File: config.mk
export PLATFORM = sky130hd
export DESIGN_NAME = pt_walker
export DESIGN_NICKNAME = d
export VERILOG_FILES = /design/src/rtl/ptw_pkg.sv /design/src/rtl/ptw_addr_gen.sv /design/src/rtl/ptw_pte_decode.sv /design/src/rtl/ptw_ctrl.sv /design/src/rtl/pt_walker.sv
export SDC_FILE = /design/constraint.sdc
export NUM_CORES = 1
export LEC_CHECK = 0
export ABC_AREA = 1
export ABC_CLOCK_PERIOD_IN_PS = 1600
export CAP_MARGIN = 15
export CORE_MARGIN = 4
export CORE_UTILIZATION = 49
export DETAILED_ROUTE_END_ITERATION = 6
export GPL_TIMING_DRIVEN = 0
export PLACE_DENSITY = 0.82
export SLEW_MARGIN = 10
export SYNTH_ARGS = -nofsm -noshare
export SYNTH_HDL_FRONTEND = slang
export SYNTH_HIERARCHICAL = 1
export SYNTH_SLANG_ARGS = --single-unit
File: constraint.sdc
create_clock -name clk -period 1.6 [get_ports clk]
set_input_delay 0.4 -clock clk [delete_from_list [all_inputs] [get_ports clk]]
set_output_delay 0.4 -clock clk [all_outputs]
set_load 0.02 [all_outputs]
File: src/rtl/ptw_pkg.sv
package ptw_pkg;

    // Entry word layout: field positions are decoded by the walker
    localparam int PTE_W       = 32;
    localparam int FRAME_LSB   = 12;
    localparam int FRAME_W     = PTE_W - FRAME_LSB;
    localparam int BIT_PRESENT = 0;
    localparam int BIT_DIRTY   = 1;
    localparam int BIT_READ    = 2;
    localparam int BIT_WRITE   = 3;

    typedef enum logic [1:0] {
        WK_IDLE   = 2'd0,
        WK_ISSUE  = 2'd1,
        WK_AWAIT  = 2'd2,
        WK_REPORT = 2'd3
    } walk_state_e;

    typedef struct packed {
        logic [FRAME_W-1:0] frame;
        logic               wr;
        logic               rd;
        logic               dirty;
        logic               present;
    } pte_fields_t;

endpackage

File: src/rtl/ptw_addr_gen.sv
module ptw_addr_gen #(
    parameter int VPN_W       = 20,
    parameter int PA_W        = 32,
    parameter int ENTRY_BYTES = 4
) (
    input  logic [PA_W-1:0]  base,
    input  logic [VPN_W-1:0] vpn,
    output logic [PA_W-1:0]  entry_addr
);
    localparam int SHIFT = $clog2(ENTRY_BYTES);

    logic [PA_W-1:0] vpn_wide;
    logic [PA_W-1:0] byte_offset;

    always_comb begin
        vpn_wide    = PA_W'(vpn);
        byte_offset = vpn_wide << SHIFT;
        entry_addr  = base + byte_offset;
    end

endmodule

File: src/rtl/ptw_pte_decode.sv
module ptw_pte_decode
    import ptw_pkg::*;
(
    input  logic [PTE_W-1:0] raw,
    output pte_fields_t      fields
);
    always_comb begin
        fields.frame   = raw[PTE_W-1:FRAME_LSB];
        fields.wr      = raw[BIT_WRITE];
        fields.rd      = raw[BIT_READ];
        fields.dirty   = raw[BIT_DIRTY];
        fields.present = raw[BIT_PRESENT];
    end

endmodule

File: src/rtl/ptw_ctrl.sv
module ptw_ctrl
    import ptw_pkg::*;
#(
    parameter int VPN_W = 20,
    parameter int PA_W  = 32
) (
    input  logic             clk,
    input  logic             rst_n,
    input  logic             miss_valid,
    input  logic [VPN_W-1:0] miss_vpn,
    input  logic [PA_W-1:0]  entry_addr,
    output logic             miss_ready,
    output logic             mem_req_valid,
    input  logic             mem_req_ready,
    output logic [PA_W-1:0]  mem_req_addr,
    input  logic             mem_rsp_valid,
    input  logic [PTE_W-1:0] mem_rsp_data,
    output logic             busy,
    output logic             report,
    output logic [VPN_W-1:0] walk_vpn,
    output logic [PTE_W-1:0] walk_pte
);
    typedef struct packed {
        walk_state_e      state;
        logic [VPN_W-1:0] vpn;
        logic [PA_W-1:0]  addr;
        logic [PTE_W-1:0] pte;
    } walk_regs_t;

    walk_regs_t cur_q;
    walk_regs_t nxt_d;

    always_comb begin
        nxt_d = cur_q;
        unique case (cur_q.state)
            WK_IDLE: begin
                if (miss_valid) begin
                    nxt_d.state = WK_ISSUE;
                    nxt_d.vpn   = miss_vpn;
                    nxt_d.addr  = entry_addr;
                end
            end
            WK_ISSUE: begin
                if (mem_req_ready) begin
                    nxt_d.state = WK_AWAIT;
                end
            end
            WK_AWAIT: begin
                if (mem_rsp_valid) begin
                    nxt_d.state = WK_REPORT;
                    nxt_d.pte   = mem_rsp_data;
                end
            end
            WK_REPORT: begin
                nxt_d.state = WK_IDLE;
            end
            default: begin
                nxt_d.state = WK_IDLE;
            end
        endcase
    end

    always_ff @(posedge clk or negedge rst_n) begin
        if (!rst_n) begin
            cur_q <= '{state: WK_IDLE, vpn: '0, addr: '0, pte: '0};
        end else begin
            cur_q <= nxt_d;
        end
    end

    always_comb begin
        miss_ready    = (cur_q.state == WK_IDLE);
        busy          = (cur_q.state != WK_IDLE);
        mem_req_valid = (cur_q.state == WK_ISSUE);
        mem_req_addr  = cur_q.addr;
        report        = (cur_q.state == WK_REPORT);
        walk_vpn      = cur_q.vpn;
        walk_pte      = cur_q.pte;
    end

endmodule

File: src/rtl/pt_walker.sv
module pt_walker
    import ptw_pkg::*;
#(
    parameter int VPN_W       = 20,
    parameter int PA_W        = 32,
    parameter int ENTRY_BYTES = 4
) (
    input  logic               clk,
    input  logic               rst_n,
    input  logic               miss_valid,
    output logic               miss_ready,
    input  logic [VPN_W-1:0]   miss_vpn,
    input  logic [PA_W-1:0]    table_base,
    output logic               mem_req_valid,
    input  logic               mem_req_ready,
    output logic [PA_W-1:0]    mem_req_addr,
    input  logic               mem_rsp_valid,
    input  logic [31:0]        mem_rsp_data,
    output logic               busy,
    output logic               fill_valid,
    output logic [VPN_W-1:0]   fill_vpn,
    output logic [19:0]        fill_frame,
    output logic               fill_write,
    output logic               fill_read,
    output logic               fill_dirty,
    output logic               fault_valid,
    output logic [VPN_W-1:0]   fault_vpn
);
    logic [PA_W-1:0]  entry_addr;
    logic             report;
    logic [VPN_W-1:0] walk_vpn;
    logic [PTE_W-1:0] walk_pte;
    pte_fields_t      fields;

    ptw_addr_gen #(
        .VPN_W       (VPN_W),
        .PA_W        (PA_W),
        .ENTRY_BYTES (ENTRY_BYTES)
    ) u_addr (
        .base       (table_base),
        .vpn        (miss_vpn),
        .entry_addr (entry_addr)
    );

    ptw_ctrl #(
        .VPN_W (VPN_W),
        .PA_W  (PA_W)
    ) u_ctrl (
        .clk           (clk),
        .rst_n         (rst_n),
        .miss_valid    (miss_valid),
        .miss_vpn      (miss_vpn),
        .entry_addr    (entry_addr),
        .miss_ready    (miss_ready),
        .mem_req_valid (mem_req_valid),
        .mem_req_ready (mem_req_ready),
        .mem_req_addr  (mem_req_addr),
        .mem_rsp_valid (mem_rsp_valid),
        .mem_rsp_data  (mem_rsp_data),
        .busy          (busy),
        .report        (report),
        .walk_vpn      (walk_vpn),
        .walk_pte      (walk_pte)
    );

    ptw_pte_decode u_dec (
        .raw    (walk_pte),
        .fields (fields)
    );

    always_comb begin
        fill_valid  = report && fields.present;
        fault_valid = report && !fields.present;
        fill_vpn    = walk_vpn;
        fault_vpn   = walk_vpn;
        fill_frame  = fields.frame;
        fill_write  = fields.wr;
        fill_read   = fields.rd;
        fill_dirty  = fields.dirty;
    end

endmodule

# ---- After elaboration in Yosys (flattened, before gate mapping)
# Cells that the tools add are included.
dict set report totals {
  regBits 86
  input_bits 89
  out_inout_bits 100
}
dict set report op_classes {
  n_addsub 1
  n_eq_ne 6
  n_mux 4
  reduce_logical 8
}
# op n
set ops {}
lappend ops {{$mux W54} 1}
lappend ops {{$add A32 B22 Y32} 1}
lappend ops {{$pmux W2 S4} 1}
lappend ops {{$eq A2 B2 Y1 const B} 2}
lappend ops {{$mux W2} 2}
lappend ops {{$ne A2 B2 Y1 const B} 2}
lappend ops {{$reduce_and A2 Y1} 2}
lappend ops {{$reduce_and A3 Y1} 1}
lappend ops {{$eq A2 B1 Y1 const B} 1}
lappend ops {{$logic_and A1 B1 Y1} 2}
lappend ops {{$logic_not A2 Y1} 1}
lappend ops {{$ne A2 B1 Y1 const B} 1}
lappend ops {{$reduce_bool A2 Y1} 1}
lappend ops {{$logic_not A1 Y1} 1}

# ---- Depth between registers and ports, before layout
# Gate-level depths: netlist of the first run.
dict set report depth {
  ltp_word 3
  depth_mapped 14
  ltp_nobuf 14
}

# ---- Modules after synthesis
# Netlist of the first run, hierarchy kept.
# mod n_inst cells_per_inst area_per_inst_um2 seq_area_each_um2
set modules_own_cells {}
lappend modules_own_cells {ptw_ctrl 1 477 4240.3 2152.1}
lappend modules_own_cells {ptw_addr_gen 1 392 1945.6 0.0}
lappend modules_own_cells {ptw_pte_decode 1 24 180.2 0.0}
lappend modules_own_cells {pt_walker 1 24 167.7 0.0}

# ---- Worst setup path after synthesis of the first run
# No wires, ideal clock.
dict set report synth_path {
  kind {input port to flip-flop}
  startpoint {input table_base[2]}
  endpoint {register u_ctrl.cur_q, in the netlist u_ctrl/mem_req_addr[16]}
  setup_time_ns 0.065
  arrival_ns 1.817
  setup_slack_ns -0.282
  path_stages 13
  path_cell_list {ha_1 inv_1 fa_1 inv_1 nand3_1 nand3_2 nand2_1 nand2_1 nand3_1 a21o_1 nand2_1 nand3_1 nand2_1}
}
dict set report synth_via {
  elab_chain_cells 1
}
# element line_no
set synth_rtl {}
lappend synth_rtl {{start: declaration} pt_walker.sv:13} ;# input logic [PA_W-1:0] table_base,
lappend synth_rtl {{$add A32 B22 Y32} ptw_addr_gen.sv:18} ;# entry_addr = base + byte_offset;
lappend synth_rtl {{via entry_addr[16]} pt_walker.sv:29} ;# logic [PA_W-1:0] entry_addr;
lappend synth_rtl {{end signal: assignment} ptw_ctrl.sv:65} ;# cur_q <= '{state: WK_IDLE, vpn: '0, addr: '0, pte: '0};
lappend synth_rtl {{end signal: assignment} ptw_ctrl.sv:67} ;# cur_q <= nxt_d;
lappend synth_rtl {{end: declaration} ptw_ctrl.sv:30} ;# walk_regs_t cur_q;
# The timed path passes the listed nets, and every way through them passes these cells.
# A chain may end at the register's enable or synchronous reset.

# ---- Worst setup path in the final report of the first run
dict set report layout_path {
  startpoint {input table_base[21]}
  endpoint {register u_ctrl.cur_q, in the netlist u_ctrl/mem_req_addr[30]}
}
# Same word-level chain as after synthesis.

==> run_results.csv, run 1 <==
group,metric,value,unit
sta,relSlewSlack,0.776,
synth,netlist_instances,877,
pwr,fin_total_pwr,14800,uW
pwr,leakage,0.00526,uW
cts,tritoncts.num_buffers,9,
floorplan,fp.dieW,120,um
floorplan,io_pins,189,
synth,syn-num-nets,991,
sta,slew_viol_final,0,
setup_path,crit_fanout,4,
routing,drt.antenna.violating_nets,0,
setup_path,cp.required,1.83,ns
routing,vias,6284,
run,maxCapViolCount,0,
finish,drive_gt1_frac,0.446,
routing,drt_iter0_drc,543,
sta,fmax,598,MHz
global_route,grt_pass1_vias,6017,
pwr,powerDensity,1580,nW/um^2
cts,insertion_delay,0.34,ns
routing,wl,19300,um
global_route,grt_max_degree,57,
finish,final_nets,1219,
global_route,antenna_found_initial,0,
setup_path,cp-start-kind,"input pin",
routing,first_pass_iters,5,
global_route,grt_overflow,0,
setup_path,worstPathArrival,1.90,ns
worst_hold_path,whs_path_depth,3,
floorplan,rows,40,
sta,finalHoldViolCount,0,
setup_path,endpoint_kind,"register",
cts,cts_max_level,3,
sta,rsz0062_at_grt,"yes",
cts,cts_tree,"yes",
sta,period_needed,1.67,ns
finish,diodes,0,
synth,syn_area,6170,um^2
floorplan,core_region_area,12200,um^2
cts,path_clk_slew,0.06,ns
floorplan,start_util,0.508,
routing,via_per_inst,4.92,
global_route,grt_use_total,0.244,
floorplan,die_area,14500,um^2
placement,dp_hpwl,13400,um
pwr,peakVddDrop,1.03,mV
placement,gp_congestion,0.903,
finish,areaGrowthSynthToFinish,52.0,%
sta,worst_pin_slew,0.335,ns
floorplan,die_h,120,um
setup_path,path_class,"input pin to register",
cts,cts_buffer_depth,2,
status,status,"finished, violations left",
sta,final.setup_skew,0.00500,ns
routing,drc,0,
synth,synth_warnings,6,
cts,cts_sinks,78,
sta,setup_violations,10,
setup_path,rr_worst_depth,8,
sta,fin_ws,-0.0735,ns
worst_hold_path,hp-class,"input pin to register",
placement,place_ws,-0.960,ns
sta,min_period_over_period,1.05,
synth,syn_avg_cell_area,7.04,um^2
global_route,grt_pass1_wl,28600,um
status,violations,"negative setup slack",
routing,wl_per_cell,15.1,um
cts,cts_root_buffer,"clkbuf_16",
placement,io_buffers,176,
-- area by class of cell --
cell class / instances / area [um^2]
multi-input combinational: 552 / 3620
fill: 871 / 2780
sequential: 78 / 1950
timing repair buffer: 217 / 1700
buffer: 150 / 1170
inverter: 97 / 377
clock buffer: 11 / 243
tap: 168 / 210
clock inverter: 5 / 106
-- report_power, final --
part	switching, uW	internal, uW
Sequential	528	2900
Combinational	4660	4340
Clock	836	1570
Total	6030	8820
-- through the flow --
step                      std cells  setup TNS [ns]   util  hold WS (ns)  area [um^2]
after floorplan                 877          -0.690      -         0.104         6430
after global placement         1221         -223.11  0.691         0.454         8400
after detailed placement       1222          -20.25  0.693         0.323         8430
after CTS                      1264          -0.193  0.739         0.285         8990
after global routing           1278           -1.65  0.772         0.300         9380
final                          1278          -0.437  0.772         0.295         9380
-- per-layer routing --
metal | GRT usage | wire, um | up-vias
met3 | 0.0500 | 1440 | 48
li1 | - | - | 3028
met5 | 0 | 0 | -
met2 | 0.445 | 9940 | 285
met4 | 0.0814 | 555 | 0
met1 | 0.286 | 7390 | 2923
-- registers in the layout (all words and copies together) (netlist names) --
name,count
u_ctrl/walk_vpn,20
u_ctrl/cur_q,2
u_ctrl/walk_pte,24
u_ctrl/mem_req_addr,32
-- cells in the final DEF, fill, tap and decap left out, drive strengths merged --
master,n
nand2,341
buf,250
nand3,109
inv,96
dfrtp,78
clkbuf,39
dlygate4sd2,36
nor2,32
clkdlybuf4s50,27
ha,24
clkdlybuf4s15,21
xor2,12
a21oi,12
nor3,8
dlymetal6s2s,4
nand4,4
bufinv,3
o21ai,3
xnor2,2
clkinv,2
clkinvlp,1
dlygate4sd3,1
o21bai,1
and2,1
nand3b,1
a21o,1
fa,1
-- worst max-delay path, stage by stage --
cell and delay [ns]:
dlygate4sd2_1 0.27, ha_4 0.28, nand2_4 0.11, nor2_4 0.05, nand2_1 0.07, clkinv_1 0.13, and2_4 0.21, nand2_4 0.07
nand2_1 0.04, nand2_1 0.07, nand2_2 0.09, nand3_2 0.07, nand2_1 0.05
-- worst paths after layout --
| path | start | end | slack [ns] |
|---|---|---|---|
| setup / recovery | table_base[21] | u_ctrl/mem_req_addr[30] | -0.07 |
| hold / removal | table_base[1] | u_ctrl/mem_req_addr[1] | 0.29 |
| setup reg to reg | u_ctrl/cur_q[85] | u_ctrl/walk_vpn[2] | 0.04 |
| hold reg to reg | u_ctrl/mem_req_addr[1] | u_ctrl/mem_req_addr[1] | 0.47 |
| max in group asynchronous | rst_n | u_ctrl/mem_req_addr[12] | 0.47 |
| min in group asynchronous | rst_n | u_ctrl/cur_q[85] | 0.55 |
-- what timing repair did --
| item | in CTS | in global routing |
|---|---|---|
| hold buffers | 1 | 0 |
| gates cloned | 0 | 0 |
| pin swaps | 54 | 93 |
| setup endpoints to repair | 127 | 74 |
| hold endpoints to repair | 22 | 0 |
| gates resized for setup | 426 | 186 |
| setup buffers | 25 | 14 |
Note: power is estimated with default switching activity, not from simulation.
==> run 2: changes to the inputs <==
Settings changed: RECOVER_POWER from default to 100.
==> run 2 against run 1 <==
  * The flow still finishes with violations (negative setup slack)
  * Register-to-register slack hardly changed
  * First-iteration DRC count stayed put
  * Cell count stayed put
  * Combinational power hardly changed
  * Sequential power hardly changed
  * Via count is 0.25% lower
  * Sequential share of layout area hardly changed
==> run_results.csv, run 2 (synthesis gave the netlist of run 1 again) <==
group,metric,value,unit
floorplan,die_h,120,um
placement,gp_congestion,0.903,
finish,areaGrowthSynthToFinish,51.8,%
setup_path,path_common_cell,"nand2_1",
setup_path,crit_family,"simple AND/OR/NAND/NOR gates",
setup_path,worstPathArrival,1.91,ns
setup_path,cp-start-kind,"input pin",
global_route,grt_overflow,0,
finish,drive_gt1_frac,0.446,
worst_hold_path,whs_path_depth,3,
placement,dp_hpwl,13400,um
setup_path,critPathLaunch,"table_base[21]",
setup_path,path_class,"input pin to register",
floorplan,io_pins,189,
routing,drc,0,
finish,fin_util,0.770,
cts,cts_tree,"yes",
finish,design_area,9370,um^2
placement,placed_area,8430,um^2
sta,fin_setup_tns,-0.442,ns
pwr,pwr-share-seq,0.231,
pwr,p_sw_frac,0.406,
worst_hold_path,hp-class,"input pin to register",
setup_path,rr_worst_depth,8,
setup_path,cp_slowest_cell,"ha_4",
finish,mostFrequentLayoutCells,"nand2_1, buf_4, nand3_1",
cts,path_clk_slew,0.06,ns
setup_path,path_cells,"dlygate4sd2_1 > ha_4 > nand2_4 > nor2_4 > nand2_1 > clkinv_1 > and2_4 > nand2_4 > nand2_1 > nand2_1 > nand2_2 > nand3_2 > nand2_1",
cts,cts_max_level,3,
routing,drt.antenna.violating_nets,0,
setup_path,path_buf_inv,2,
pwr,peakVddDrop,1.03,mV
floorplan,start_util,0.508,
sta,final.setup_skew,0.00377,ns
sta,relSlewSlack,0.593,
cts,cts_root_buffer,"clkbuf_16",
finish,largest_register_ff_count,32,
floorplan,die_area,14500,um^2
floorplan,core_region_area,12200,um^2
pwr,clkPwrFrac,0.162,
setup_path,cpPeakStageDelay,0.28,ns
global_route,grt_pass1_vias,6017,
pwr,combPwrFrac,0.607,
sta,fmax,596,MHz
finish,diodes,0,
floorplan,rows,40,
cts,cts_sinks,78,
sta,rsz0062_at_grt,"yes",
setup_path,crit_fanout,4,
pwr,powerDensity,1580,nW/um^2
setup_path,endpoint_kind,"register",
routing,drt_iter0_drc,543,
cts,insertion_delay,0.33,ns
routing,first_pass_iters,5,
global_route,antenna_found_initial,0,
routing,via_per_inst,4.90,
setup_path,rr_startpoint,"u_ctrl/cur_q[85]",
pwr,p_sw,6030,uW
sta,slew_viol_final,0,
sta,worst_pin_slew,0.611,ns
pwr,internal-power,8810,uW
sta,finalHoldViolCount,0,
status,status,"finished, violations left",
global_route,grt_max_degree,57,
routing,wl,19400,um
run,maxCapViolCount,0,
sta,period_needed,1.68,ns
setup_path,cp.required,1.83,ns
setup_path,cp.depth,13,
placement,io_buffers,176,
sta,min_period_over_period,1.05,
worst_hold_path,hp-start,"table_base[1]",
sta,whs,0.296,ns
routing,vias,6268,
global_route,grt_use_total,0.244,
status,violations,"negative setup slack",
sta,fin_ws,-0.0783,ns
cts,tritoncts.num_buffers,9,
pwr,leakage,0.00526,uW
routing,wl_per_cell,15.2,um
finish,mostFrequentLayoutCell,"nand2_1",
global_route,grt_pass1_wl,28600,um
sta,setup_violations,10,
floorplan,fp.dieW,120,um
finish,final_nets,1219,
cts,cts_buffer_depth,2,
-- run 2: cell count changes in the layout (fill, tap and decap cells not counted), sizes merged --
cell	previous run	this run
clkbuf	39	40
buf	250	249
-- run 2: repair_timing --
| action | in CTS | in global routing |
|---|---|---|
| endpoints found under the setup margin | 127 | 74 |
| hold endpoints to repair | 22 | 0 |
| gates resized for setup | 426 | 186 |
| pin swaps | 54 | 93 |
| buffers inserted | 25 | 14 |
| hold buffers | 1 | 0 |
| cloned | 0 | 0 |
-- run 2: through the flow --
stage / worst slack (ns) / std cells / total power (uW)
after floorplan: -0.127 / 877 / 9300
after global placement: -2.62 / 1221 / 12500
after detailed placement: -0.960 / 1222 / 12600
after CTS: -0.0830 / 1264 / 14500
after global routing: -0.122 / 1278 / 15800
final: -0.0783 / 1278 / 14800
-- run 2: metal layers --
metal  GRT usage  vias up  wire (um)
met3      0.0500       49       1340
li1            -     3024          -
met1       0.286     2920       7540
met5           0        -          0
met2       0.445      275       9940
met4      0.0814        0        534
-- run 2: area by class of cell --
type	count	area, um^2
Multi-Input combinational cell	552	3620
Buffer	150	1170
Tap cell	168	210
Fill cell	873	2790
Clock buffer	11	243
Timing Repair Buffer	217	1690
Clock inverter	5	106
Inverter	97	377
Sequential cell	78	1950
-- run 2: power groups by stage --
stage / clock network, uW / registers, uW / logic [uW]
after floorplan: 0 / 3300 / 6000
after global placement: 0 / 3430 / 9020
after detailed placement: 0 / 3440 / 9200
after CTS: 2440 / 3420 / 8670
after global routing: 2520 / 3540 / 9710
final: 2410 / 3430 / 9000
-- run 2: final timing paths --
path	slack [ns]	end
setup / recovery	-0.08	u_ctrl/mem_req_addr[30]
hold / removal	0.30	u_ctrl/mem_req_addr[1]
setup reg to reg	0.05	u_ctrl/walk_vpn[2]
hold reg to reg	0.47	u_ctrl/mem_req_addr[1]
max in group asynchronous	0.13	u_ctrl/mem_req_addr[12]
min in group asynchronous	0.65	u_ctrl/cur_q[85]
-- run 2: worst min-delay path, delay by kind of cell --
family | cells | cell delay [ns]
simple gates | 2 | 0.12
buf+inv | 1 | 0.08
==> run 3: changes to the inputs <==
Settings changed: HOLD_SLACK_MARGIN from default to 0.08.
==> results of run 3 <==
The final DEF is identical to that of run 2; final timing and power are the same.
